$ cat src/rtl/serial_cmd_pkg.sv
package serial_cmd_pkg;

  localparam int PTR_W = 3;
  localparam int CMD_LSB = 3;

  typedef enum logic [2:0] {
    CMD_NULL     = 3'd0,
    CMD_ABORT    = 3'd1,
    CMD_SPARE2   = 3'd2,
    CMD_CHRESET  = 3'd3,
    CMD_ARMRX    = 3'd4,
    CMD_CLRTX    = 3'd5,
    CMD_ERRRESET = 3'd6,
    CMD_SPARE7   = 3'd7
  } cmd_e;

  typedef struct packed {
    logic             cfgWr;
    logic [PTR_W-1:0] idx;
    logic             abort;
    logic             chReset;
    logic             armRx;
    logic             clrTxPend;
    logic             errReset;
  } strobe_t;

endpackage

$ cat src/rtl/serial_cmd_ctrl.sv
module serial_cmd_ctrl
  import serial_cmd_pkg::*;
#(
  parameter int NCH = 2,
  parameter int SEL_W = 1,
  parameter int BUSY_CYCLES = 4
) (
  input  logic             clk,
  input  logic             rstN,
  input  logic             wrEn,
  input  logic [SEL_W-1:0] wrChan,
  input  logic [5:0]       crField,
  output strobe_t          strobes [NCH],
  output logic [NCH-1:0]   busy
);

  localparam int CNT_W = $clog2(BUSY_CYCLES + 1);

  cmd_e cmdCode;
  assign cmdCode = cmd_e'(crField[CMD_LSB +: 3]);

  for (genvar c = 0; c < NCH; c++) begin : g_chan
    logic [PTR_W-1:0] ptrQ;
    logic [CNT_W-1:0] busyQ;
    logic             accept;
    logic             direct;

    assign accept = wrEn && (wrChan == SEL_W'(c)) && (busyQ == '0);
    assign direct = (ptrQ == '0);
    assign busy[c] = (busyQ != '0);

    always_comb begin
      strobes[c] = '0;
      if (accept) begin
        strobes[c].cfgWr = 1'b1;
        strobes[c].idx   = ptrQ;
        if (direct) begin
          case (cmdCode)
            CMD_ABORT:    strobes[c].abort     = 1'b1;
            CMD_CHRESET:  strobes[c].chReset   = 1'b1;
            CMD_ARMRX:    strobes[c].armRx     = 1'b1;
            CMD_CLRTX:    strobes[c].clrTxPend = 1'b1;
            CMD_ERRRESET: strobes[c].errReset  = 1'b1;
            default:      ;
          endcase
        end
      end
    end

    always_ff @(posedge clk or negedge rstN) begin
      if (!rstN) begin
        ptrQ  <= '0;
        busyQ <= '0;
      end else begin
        if (accept) begin
          if (direct && cmdCode != CMD_CHRESET) ptrQ <= crField[PTR_W-1:0];
          else ptrQ <= '0;
        end
        if (accept && direct && cmdCode == CMD_CHRESET) busyQ <= CNT_W'(BUSY_CYCLES);
        else if (busyQ != '0) busyQ <= busyQ - 1'b1;
      end
    end

    assert_ptr_return_R2: assert property (@(posedge clk) disable iff (!rstN)
      (accept && !direct) |=> (ptrQ == '0));

    assert_reset_holds_R8: assert property (@(posedge clk) disable iff (!rstN)
      strobes[c].chReset |=> busy[c]);

    assert_busy_drop_R8: assert property (@(posedge clk) disable iff (!rstN)
      (busy[c] && wrEn && wrChan == SEL_W'(c)) |=> $stable(ptrQ));

    assert_pointed_nocmd_R13: assert property (@(posedge clk) disable iff (!rstN)
      (accept && !direct) |-> !(strobes[c].abort || strobes[c].chReset ||
        strobes[c].armRx || strobes[c].clrTxPend || strobes[c].errReset));
  end

endmodule

$ cat src/rtl/serial_cmd_dpath.sv
module serial_cmd_dpath
  import serial_cmd_pkg::*;
#(
  parameter int NCH = 2,
  parameter int SEL_W = 1,
  parameter int DW = 8
) (
  input  logic             clk,
  input  logic             rstN,
  input  strobe_t          strobes [NCH],
  input  logic [DW-1:0]    wrData,
  input  logic [NCH-1:0]   txUnderrun,
  input  logic [NCH-1:0]   byteCountMode,
  input  logic [NCH-1:0]   syncMode,
  input  logic [NCH-1:0]   txShiftLoad,
  input  logic [NCH-1:0]   crcFirstSent,
  input  logic [NCH-1:0]   rxSpecial,
  output logic             cfgWrValid,
  output logic [SEL_W-1:0] cfgWrChan,
  output logic [PTR_W-1:0] cfgWrIdx,
  output logic [DW-1:0]    cfgWrData,
  output logic [NCH-1:0]   txAbort,
  output logic [NCH-1:0]   chanResetOut,
  output logic             prioReset,
  output logic [NCH-1:0]   rxIntArm,
  output logic [NCH-1:0]   errResetOut,
  output logic [NCH-1:0]   txIntReq,
  output logic [NCH-1:0]   specialRxInt
);

  logic             wrNext;
  logic [SEL_W-1:0] chanNext;
  logic [PTR_W-1:0] idxNext;

  always_comb begin
    wrNext   = 1'b0;
    chanNext = '0;
    idxNext  = '0;
    for (int c = 0; c < NCH; c++) begin
      if (strobes[c].cfgWr) begin
        wrNext   = 1'b1;
        chanNext = SEL_W'(c);
        idxNext  = strobes[c].idx;
      end
    end
  end

  always_ff @(posedge clk or negedge rstN) begin
    if (!rstN) begin
      cfgWrValid <= 1'b0;
      cfgWrChan  <= '0;
      cfgWrIdx   <= '0;
      cfgWrData  <= '0;
      prioReset  <= 1'b0;
    end else begin
      cfgWrValid <= wrNext;
      prioReset  <= strobes[0].chReset;
      if (wrNext) begin
        cfgWrChan <= chanNext;
        cfgWrIdx  <= idxNext;
        cfgWrData <= wrData;
      end
    end
  end

  for (genvar c = 0; c < NCH; c++) begin : g_chan
    logic txSet;
    assign txSet = txShiftLoad[c] || (syncMode[c] && crcFirstSent[c]);

    always_ff @(posedge clk or negedge rstN) begin
      if (!rstN) begin
        txAbort[c]      <= 1'b0;
        chanResetOut[c] <= 1'b0;
        rxIntArm[c]     <= 1'b0;
        errResetOut[c]  <= 1'b0;
        txIntReq[c]     <= 1'b0;
        specialRxInt[c] <= 1'b0;
      end else begin
        txAbort[c]      <= strobes[c].abort || (txUnderrun[c] && byteCountMode[c]);
        chanResetOut[c] <= strobes[c].chReset;
        rxIntArm[c]     <= strobes[c].armRx;
        errResetOut[c]  <= strobes[c].errReset;
        if (strobes[c].chReset)        txIntReq[c] <= 1'b0;
        else if (txSet)                txIntReq[c] <= 1'b1;
        else if (strobes[c].clrTxPend) txIntReq[c] <= 1'b0;
        if (strobes[c].chReset)        specialRxInt[c] <= 1'b0;
        else if (rxSpecial[c])         specialRxInt[c] <= 1'b1;
        else if (strobes[c].errReset)  specialRxInt[c] <= 1'b0;
      end
    end

    assert_auto_abort_R5: assert property (@(posedge clk) disable iff (!rstN)
      (txUnderrun[c] && byteCountMode[c]) |=> txAbort[c]);

    assert_tx_clear_R9: assert property (@(posedge clk) disable iff (!rstN)
      (strobes[c].clrTxPend && !txSet) |=> !txIntReq[c]);

    assert_reset_flags_R6: assert property (@(posedge clk) disable iff (!rstN)
      strobes[c].chReset |=> (!txIntReq[c] && !specialRxInt[c]));

    assert_err_clear_R11: assert property (@(posedge clk) disable iff (!rstN)
      (strobes[c].errReset && !rxSpecial[c]) |=> !specialRxInt[c]);
  end

  assert_prio_chan_a_R7: assert property (@(posedge clk) disable iff (!rstN)
    prioReset |-> chanResetOut[0]);

endmodule

$ cat src/rtl/serial_cmd_port.sv
module serial_cmd_port
  import serial_cmd_pkg::*;
#(
  parameter int NCH = 2,
  parameter int DW = 8,
  parameter int BUSY_CYCLES = 4,
  localparam int SEL_W = (NCH > 1) ? $clog2(NCH) : 1
) (
  input  logic             clk,
  input  logic             rstN,
  input  logic             wrEn,
  input  logic [SEL_W-1:0] wrChan,
  input  logic [DW-1:0]    wrData,
  input  logic [NCH-1:0]   txUnderrun,
  input  logic [NCH-1:0]   byteCountMode,
  input  logic [NCH-1:0]   syncMode,
  input  logic [NCH-1:0]   txShiftLoad,
  input  logic [NCH-1:0]   crcFirstSent,
  input  logic [NCH-1:0]   rxSpecial,
  output logic             cfgWrValid,
  output logic [SEL_W-1:0] cfgWrChan,
  output logic [2:0]       cfgWrIdx,
  output logic [DW-1:0]    cfgWrData,
  output logic [NCH-1:0]   txAbort,
  output logic [NCH-1:0]   chanResetOut,
  output logic             prioReset,
  output logic [NCH-1:0]   rxIntArm,
  output logic [NCH-1:0]   errResetOut,
  output logic [NCH-1:0]   txIntReq,
  output logic [NCH-1:0]   specialRxInt,
  output logic [NCH-1:0]   chanBusy
);

  strobe_t strobes [NCH];

  serial_cmd_ctrl #(.NCH(NCH), .SEL_W(SEL_W), .BUSY_CYCLES(BUSY_CYCLES)) u_ctrl (
    .clk(clk), .rstN(rstN), .wrEn(wrEn), .wrChan(wrChan),
    .crField(wrData[5:0]), .strobes(strobes), .busy(chanBusy)
  );

  serial_cmd_dpath #(.NCH(NCH), .SEL_W(SEL_W), .DW(DW)) u_dpath (
    .clk(clk), .rstN(rstN), .strobes(strobes), .wrData(wrData),
    .txUnderrun(txUnderrun), .byteCountMode(byteCountMode), .syncMode(syncMode),
    .txShiftLoad(txShiftLoad), .crcFirstSent(crcFirstSent), .rxSpecial(rxSpecial),
    .cfgWrValid(cfgWrValid), .cfgWrChan(cfgWrChan), .cfgWrIdx(cfgWrIdx),
    .cfgWrData(cfgWrData), .txAbort(txAbort), .chanResetOut(chanResetOut),
    .prioReset(prioReset), .rxIntArm(rxIntArm), .errResetOut(errResetOut),
    .txIntReq(txIntReq), .specialRxInt(specialRxInt)
  );

endmodule

$ cat config.mk
export PLATFORM = sky130hd
export DESIGN_NAME = serial_cmd_port
export DESIGN_NICKNAME = d
export VERILOG_FILES = /design/src/rtl/serial_cmd_pkg.sv /design/src/rtl/serial_cmd_ctrl.sv /design/src/rtl/serial_cmd_dpath.sv /design/src/rtl/serial_cmd_port.sv
export SDC_FILE = /design/constraint.sdc
export NUM_CORES = 1
export LEC_CHECK = 0
export ABC_AREA = 1
export CAP_MARGIN = 0
export CORE_MARGIN = 2
export CORE_UTILIZATION = 41
export CTS_CLUSTER_DIAMETER = 40
export DETAILED_ROUTE_END_ITERATION = 7
export PLACE_DENSITY = 0.81
export SYNTH_ARGS = -nofsm -noshare
export SYNTH_HDL_FRONTEND = slang
export SYNTH_SLANG_ARGS = --single-unit
$ cat constraint.sdc
create_clock -name clk -period 1.2 [get_ports clk]
set_input_delay 0.3 -clock clk [delete_from_list [all_inputs] [get_ports clk]]
set_output_delay 0.3 -clock clk [all_outputs]
set_load 0.02 [all_outputs]
# Word-level counts from Yosys, hierarchy flattened
# Index checks and enable logic that the tools add are counted.
# Widths: inputs -> output; s select.
dict set report totals {
  inputBits 24
  ff_bits 37
  word_cells 91
}
dict set report op_classes {
  muxes 32
  addsub 2
  bitwise 1
  eq_ne 6
  n_reduce_logical 30
}
# cell n
set ops {}
lappend ops {{$mux 3} 8}
lappend ops {{$mux 1} 20}
lappend ops {{$mux 9} 2}
lappend ops {{$reduce_bool 3->1} 6}
lappend ops {{$logic_and 1x1->1} 14}
lappend ops {{$logic_not 3->1} 4}
lappend ops {{$mux 5} 2}
lappend ops {{$eq 3x3->1 const B} 3}
lappend ops {{$sub 3x1->3 const B} 2}
lappend ops {{$logic_or 1x1->1} 4}
lappend ops {{$reduce_bool 2->1} 2}
lappend ops {{$eq 3x1->1 const B} 1}
lappend ops {{$eq 3x2->1 const B} 1}
lappend ops {{$ne 3x2->1 const B} 1}
lappend ops {{$not 1->1} 1}

# Logic depth before layout (Yosys ltp)
# Gate-level depths: netlist of the first run.
dict set report logic_depth {
  ltp_word 7
  ltp_mapped 9
  ltp_nobuf 9
}

# Modules after synthesis
# Synthesis of the first run repeated with hierarchy kept, for this count alone.
dict set report hier_totals {
  cells_unflattened 204
  area_unflattened_um2 1778.0
}
# module area_each_um2 seq_area_each_um2 n_inst cells_each
set by_module_without_submodules {}
lappend by_module_without_submodules {serial_cmd_dpath 910.9 625.6 1 90}
lappend by_module_without_submodules {serial_cmd_ctrl 867.1 300.3 1 114}

# Least setup slack after synthesis of the first run
# OpenSTA, ideal clock, no wires.
dict set report synth_path {
  path_kind {flip-flop to flip-flop}
  start {reg u_ctrl.g_chan[0].busyQ[0]}
  end {reg u_ctrl.g_chan[0].busyQ[1]}
  synth_period_minus_slack_ps 1377
  slack_ps -177
  n_path_buf 0
  setup_time_ps 113
  t_arrival_ps 1264
  required_ps 1087
  stages_incl_launch_ff 10
  cell_sequence {dfrtp_1 inv_1 ha_1 nand2_4 nor2_8 nand2_4 nor2_8 inv_4 nand2_1 inv_1}
}
dict set report synth_between {
  word_cells_on_any_way 9
  classes_between {add/sub (1); mux (2); reduce/logical (6)}
}
# element line
set synth_lines {}
lappend synth_lines {{from (decl)} serial_cmd_ctrl.sv:24} ;# logic [CNT_W-1:0] busyQ;
lappend synth_lines {{from (signal assigned)} serial_cmd_ctrl.sv:59} ;# if (accept && direct && cmdCode == CMD_CHRESET) busyQ <= CNT_W'(BUSY_CYCLES);
lappend synth_lines {{from (signal assigned)} serial_cmd_ctrl.sv:60} ;# else if (busyQ != '0) busyQ <= busyQ - 1'b1;
lappend synth_lines {{$reduce_bool 3->1} n/a}
lappend synth_lines {{via chanBusy[0]} serial_cmd_port.sv:31} ;# output logic [NCH-1:0] chanBusy
lappend synth_lines {{$reduce_bool 2->1 (no source line)} n/a}
# The timed path passes the listed nets, and every way through them passes these cells. The select of a mux whose other input is x is not followed.
# A chain may end at the register's enable or synchronous reset.

# Worst setup path after layout of the first run
dict set report layout_path {
  start {reg u_ctrl.g_chan[1].busyQ[0]}
  end {reg u_dpath.cfgWrIdx[1]}
}
dict set report layout_between {
  elab_chain_len 4
  word_cells_on_any_way 5
  classes_between {mux (3); reduce/logical (2)}
}
# element line
set layout_rtl {}
lappend layout_rtl {{from (decl)} serial_cmd_ctrl.sv:24}
lappend layout_rtl {{from (signal assigned)} serial_cmd_ctrl.sv:59}
lappend layout_rtl {{from (signal assigned)} serial_cmd_ctrl.sv:60}
lappend layout_rtl {{$logic_not 3->1 *} serial_cmd_ctrl.sv:28} ;# assign accept = wrEn && (wrChan == SEL_W'(c)) && (busyQ == '0);
lappend layout_rtl {{$logic_and 1x1->1 *} serial_cmd_ctrl.sv:28}
lappend layout_rtl {{$mux 9 *} serial_cmd_ctrl.sv:34} ;# if (accept) begin
lappend layout_rtl {{$mux 3 or $mux 1 (tied branches)} serial_cmd_dpath.sv:40} ;# if (strobes[c].cfgWr) begin
lappend layout_rtl {{to (signal assigned)} serial_cmd_dpath.sv:60} ;# cfgWrIdx <= idxNext;
lappend layout_rtl {{to (decl)} serial_cmd_dpath.sv:20} ;# output logic [PTR_W-1:0] cfgWrIdx,
# Mark *: on every way between the ends. The rest lies on a longest branch, timed or not.

==> run summary, run 1 <==
Via Count -> 1485
Clock Skew -> 7.99 ps
Synth area leader -> dfrtp_1
Fin cells -> 319
Nature of the critical path startpoint -> register
DR DRC count -> 0
Critical path's most frequent cell -> nor2_4
Synth area leaders -> dfrtp_1 56%, nand2_1 11%, inv_1 6.6%
DRT antenna net count -> 0
Top-area cell type share of the netlist area -> 55.8%
I/O pin total -> 52
Largest net degree at the start of global routing -> 38
Worst-Margin Slew -> 354 ps
WL per Instance -> 13.5 um
Yosys reg bits -> 37
Slowest CP cell -> dfrtp_1
Initial core utilization -> 42.1%
Clk buf depth -> 2
Final core occ -> 68.4%
Synthesized area -> 1660 um2
Syn Area/Cell -> 9.49 um2
CTS tree -> done
Clock Sink Count -> 37
Rows -> 23
Post-placement setup slack -> -391 ps
Final worst setup slack -> -259 ps
CTS buffer count -> 5
Failing checks -> negative setup slack
Worst Reg2Reg Path Length in Cells -> 9
Vias/cell -> 4.66
Antenna diodes -> 0
Initial drt markers -> 114
Seq/Total Area, Yosys -> 55.8%
Layout cells sized above 1 -> 46.8%
Synth Instances -> 175
Maximum VDD drop -> 993 uV
Die X-Extent -> 67.6 um
Total core area -> 3940 um2
Max_slew headroom -> 76.3%
Max Fanout on Critical Path -> 8
Worst-skew pair later-pin latency -> 290 ps
All-Layer GR Usage -> 20.5%
CP max stage delay -> 390 ps
Static Leak -> 1.45 nW
DRT Wirelength -> 4.31 mm
Antenna violations before repair -> 0
Worst r2r dst -> u_dpath.cfgWrIdx[1]
Status -> complete, but fails checks
1st-pass router iterations -> 4
Filler instances -> 293
HPWL Detailed -> 2.78 mm
Worst hold path type -> primary input to asynchronous set/reset pin
Pwr Density -> 2190 nW/um2
DIE HEIGHT -> 67.6 um
Critical path type -> register to register
Max-Cap Viols -> 0
Placed Cells -> 299
RePlAce Congestion -> 0.803
Number of global-route vias before repair -> 1542
Minimum clock period -> 1460 ps
Setup-failing EPs final -> 39
Final Hold Vio Count -> 0
Clock slew at reported path FFs -> 70 ps
Post-synthesis cell type count -> 22
Yosys warnings -> 0
CP Capture Type -> register
Syn Nets -> 203
Most common cell after layout, fill and taps aside -> dfrtp_1
Commonest cells after routing, fill and taps aside -> 37 x dfrtp_1, 34 x nand2_1, 29 x buf_4
Buffers on Ports -> 51
Max-slew violations -> 0
H-tree levels -> 2
Worst path arrival time -> 1620 ps
Critical path, cell by cell -> inv_2 -> ha_4 -> nand2_4 -> buf_6 -> nor2_4 -> nor2_4 -> buf_12 -> nand2_2 -> o211ai_1
Gr ovfl total -> 0
RSZ-0062 raised after global routing -> yes
Reg2reg setup slack -> -260 ps
Root Driver -> clkbuf_8
Delay-heaviest family, CP -> flip-flops
Period utilization -> 122%
Syn-to-layout area delta -> 62.4%
First-pass GRT wire length -> 6.82 mm
Req. time, crit path -> 1360 ps
Die area -> 4570 um2
FF-to-FF Start -> u_ctrl.g_chan[1].busyQ[0]
Final nets -> 296
Fmax -> 686 MHz
Worst path bufs/invs -> 3
[power by group]
group	total [mW]	internal, mW	switching, mW
combinational	3.05	1.46	1.59
sequential	1.90	1.64	0.261
clock	0.955	0.519	0.436
total	5.90	3.62	2.28
[what timing repair did]
item | in CTS | in global routing
hold endpoints to repair | 37 | 0
cloned | 1 | 0
setup endpoints to repair | 65 | 42
hold buffers | 1 | 0
buffers inserted | 7 | 3
pin swaps | 8 | 7
gates resized for setup | 136 | 34
[worst min-delay path: stages]
cell and delay, ps:
dlygate4sd3_1 520, buf_2 120, buf_12 210
[how the worst max path moves through the flow]
stage / from / end / slack (ps) / cells after the start
final: u_ctrl.g_chan[1].busyQ[0] / u_dpath.cfgWrIdx[1] / -260 / 9
after CTS: u_ctrl.g_chan[0].busyQ[0] / u_dpath.cfgWrIdx[2] / -210 / 9
after detailed placement: wrChan / u_dpath.cfgWrData[7] / -390 / 8
after floorplan: u_ctrl.g_chan[1].busyQ[1] / u_dpath.cfgWrData[4] / -130 / 8
after global placement: wrData[3] / u_dpath.txIntReq[1] / -360 / 6
after global routing: u_ctrl.g_chan[0].ptrQ[0] / u_ctrl.g_chan[0].busyQ[0] / -310 / 8
[metal layers]
layer / share of wire [%] / wire length (um) / up-vias / track usage (%)
met5: 0 / 0 / - / 0
met1: 39 / 1690 / 704 / 24.3
met4: 1.7 / 73 / 0 / 8.42
met3: 6.1 / 265 / 8 / 5.83
li1: - / - / 729 / -
met2: 53 / 2280 / 44 / 34.8
[sequential cells by signal (all words and copies together) (netlist names)]
name                  count
u_dpath.cfgWrIdx          3
u_dpath.cfgWrData         8
u_ctrl.g_chan.busyQ       6
u_dpath.rxIntArm          2
u_dpath.chanResetOut      1
u_dpath.txIntReq          2
u_dpath.errResetOut       2
u_dpath.txAbort           2
u_dpath.cfgWrChan         1
u_ctrl.g_chan.ptrQ        6
u_dpath.specialRxInt      2
u_dpath.prioReset         1
u_dpath.cfgWrValid        1
[through the flow]
stage	TNS, ps	cell area (um2)	power, mW	hold WS (ps)
after global placement	-11990	2430	4.31	278
after floorplan	-2070	1670	3.19	4.41
final	-7000	2700	5.90	497
after detailed placement	-12980	2430	4.40	281
after global routing	-9290	2700	6.28	525
after CTS	-5780	2590	5.52	494
[cells in the mapped netlist, drive strengths merged]
cell / count
a21oi: 6
buf: 2
dfrtp: 37
ha: 4
inv: 32
nand2: 53
nand3: 11
nor2: 10
o211ai: 3
o21ai: 9
o22ai: 6
xnor2: 2
[area by class of cell]
cell class                      count  area (um2)  area share [%]
Clock buffer                        7        96.3            3.57
Tap cell                           50        62.6            2.32
Timing Repair Buffer               88         722            26.8
Inverter                           32         125            4.64
Sequential cell                    37         926            34.3
Multi-Input combinational cell    104         759            28.2
Clock inverter                      1        5.00           0.186
[logic make-up after synthesis]
| kind of cell | after synthesis | synth area share, % |
|---|---|---|
| flops | 37 | 55.8 |
| compound gates | 24 | 8.82 |
| fa+ha+maj | 4 | 3.01 |
| xor+xnor | 2 | 1.06 |
| buf+inv | 34 | 8.52 |
| simple gates | 74 | 22.8 |
(Power assumes the default switching activity.)
==> run 2: changes to the inputs <==
HOLD_SLACK_MARGIN = 0.12   (was unset)
SKIP_LAST_GASP = 1   (was unset)
==> run 2 against run 1 <==
  * The flow still finishes with violations (negative setup slack)
  * Non-clock buffer count unchanged
  * Total power is 1.5% lower
  * Critical path type unchanged
  * Count of clock-buffer cells in the layout unchanged
  * Fmax rose by 0.34%
  * Critical endpoint unchanged
  * Largest cell class unchanged
  * Sequential power is essentially flat
  * Worst hold slack is essentially flat
==> run summary, run 2 (same netlist as run 1, synthesis figures left out) <==
Status -> complete, but fails checks
Failing checks -> negative setup slack
HPWL Detailed -> 2.78 mm
Worst r2r dst -> u_dpath.cfgWrIdx[1]
Root Driver -> clkbuf_8
Max-slew violations -> 0
First-pass GRT wire length -> 6.82 mm
Worst-skew pair later-pin latency -> 290 ps
Post-placement cell area -> 2430 um2
Antenna diodes -> 0
Top reg by flops -> u_dpath.cfgWrData
Initial core utilization -> 42.1%
Commonest cells after routing, fill and taps aside -> 37 x dfrtp_1, 36 x nand2_1, 29 x buf_4
Gr ovfl total -> 0
Setup-failing EPs final -> 38
Fmax -> 688 MHz
CP Capture Type -> register
Minimum clock period -> 1450 ps
H-tree levels -> 2
Die area -> 4570 um2
I/O pin total -> 52
Period utilization -> 121%
Clock Skew -> 8.22 ps
Setup TNS -> -7000 ps
DRT Wirelength -> 4.28 mm
Pwr Density -> 2180 nW/um2
Max Fanout on Critical Path -> 8
Filler instances -> 296
RePlAce Congestion -> 0.803
Critical path, cell by cell -> inv_2 -> ha_4 -> nand2_4 -> buf_6 -> nor2_4 -> nor2_4 -> buf_12 -> nand2_2 -> o211ai_1
Largest registers -> u_dpath.cfgWrData (8), u_ctrl.g_chan.busyQ (6), u_ctrl.g_chan.ptrQ (6)
Final core occ -> 67.8%
Largest net degree at the start of global routing -> 38
Clock slew at reported path FFs -> 70 ps
Worst-Margin Slew -> 362 ps
Maximum VDD drop -> 993 uV
Clock Sink Count -> 37
Layout cells sized above 1 -> 45.7%
Reg2reg setup slack -> -250 ps
Largest register FFs -> 8
Via Count -> 1484
DRT antenna net count -> 0
Vias/cell -> 4.65
1st-pass router iterations -> 4
Fin area -> 2670 um2
Slowest CP cell -> dfrtp_1
Antenna violations before repair -> 0
Static Leak -> 1.44 nW
Max_slew headroom -> 75.8%
Number of global-route vias before repair -> 1542
Buffers on Ports -> 51
Final nets -> 296
RSZ-0062 raised after global routing -> yes
DR DRC count -> 0
Syn-to-layout area delta -> 61.0%
CTS buffer count -> 5
DIE HEIGHT -> 67.6 um
Critical path type -> register to register
Die X-Extent -> 67.6 um
Worst Reg2Reg Path Length in Cells -> 9
Final worst setup slack -> -254 ps
WL per Instance -> 13.4 um
Req. time, crit path -> 1360 ps
Worst hold path type -> primary input to asynchronous set/reset pin
Rows -> 23
Most common cell after layout, fill and taps aside -> dfrtp_1
CP max stage delay -> 390 ps
CTS tree -> done
FF-to-FF Start -> u_ctrl.g_chan[1].busyQ[0]
Clk buf depth -> 2
Worst path arrival time -> 1620 ps
Total core area -> 3940 um2
Nature of the critical path startpoint -> register
Initial drt markers -> 84
Max-Cap Viols -> 0
All-Layer GR Usage -> 20.5%
Final Hold Vio Count -> 0
Critical path's most frequent cell -> nor2_4
[run 2: cell counts in the layout (fill, tap and decap cells not counted)]
No cell type changed its count.
[run 2: final cells by class]
| cell class | instances | area [um2] | share of cell area [%] |
|---|---|---|---|
| inverters | 32 | 125 | 4.68 |
| flip-flops and latches | 37 | 926 | 34.6 |
| well taps | 50 | 62.6 | 2.34 |
| clock buffers | 7 | 96.3 | 3.60 |
| clock inverters | 1 | 5.00 | 0.187 |
| repair buffers | 88 | 709 | 26.5 |
| multi-input cells | 104 | 749 | 28.0 |
[run 2: report_power, final]
part	leakage [nW]	total, mW	internal, mW	switching [mW]
logic	0.928	2.97	1.41	1.56
clock network	0.0542	0.957	0.519	0.439
registers	0.460	1.89	1.64	0.251
[run 2: routing by layer]
metal / vias to the layer above / global-route usage [%] / wire (um)
met5: - / 0 / 0
met4: 0 / 8.42 / 73
met3: 8 / 5.83 / 275
met2: 46 / 34.8 / 2220
met1: 700 / 24.3 / 1720
li1: 730 / - / -
[run 2: through the flow]
stage,hold slack (ps),std cells,total power [mW],setup slack (ps)
after floorplan,4.41,175,3.19,-130
after global placement,278,299,4.31,-357
after detailed placement,281,299,4.40,-391
after CTS,494,316,5.52,-209
after global routing,525,319,6.19,-306
final,497,319,5.82,-254
[run 2: worst max-delay path by stage]
stage / start / end / depth (start not counted)
after global routing: u_ctrl.g_chan[0].busyQ[1] / u_ctrl.g_chan[0].busyQ[1] / 10
final: u_ctrl.g_chan[1].busyQ[0] / u_dpath.cfgWrIdx[1] / 9
after detailed placement: wrChan / u_dpath.cfgWrData[7] / 8
after global placement: wrData[3] / u_dpath.txIntReq[1] / 6
after floorplan: u_ctrl.g_chan[1].busyQ[1] / u_dpath.cfgWrData[4] / 8
after CTS: u_ctrl.g_chan[0].busyQ[0] / u_dpath.cfgWrIdx[2] / 9
[run 2: critical path, delay by kind of cell (launching register included)]
family | cells | cell delay (ps)
adder cells (fa/ha/maj) | 1 | 140
AO/OA/AOI/OAI | 1 | 80
flip-flops | 1 | 390
buffers and inverters | 3 | 340
AND/OR/NAND/NOR | 4 | 360
[run 2: what timing repair did]
| item | 4_1_cts | 5_1_grt |
|---|---|---|
| endpoints found under the hold margin | 37 | 0 |
| pin swaps | 8 | 7 |
| endpoints found under the setup margin | 65 | 42 |
| hold buffers | 1 | 0 |
| cloned | 1 | 0 |
| setup buffers | 7 | 3 |
| gates resized for setup | 136 | 26 |
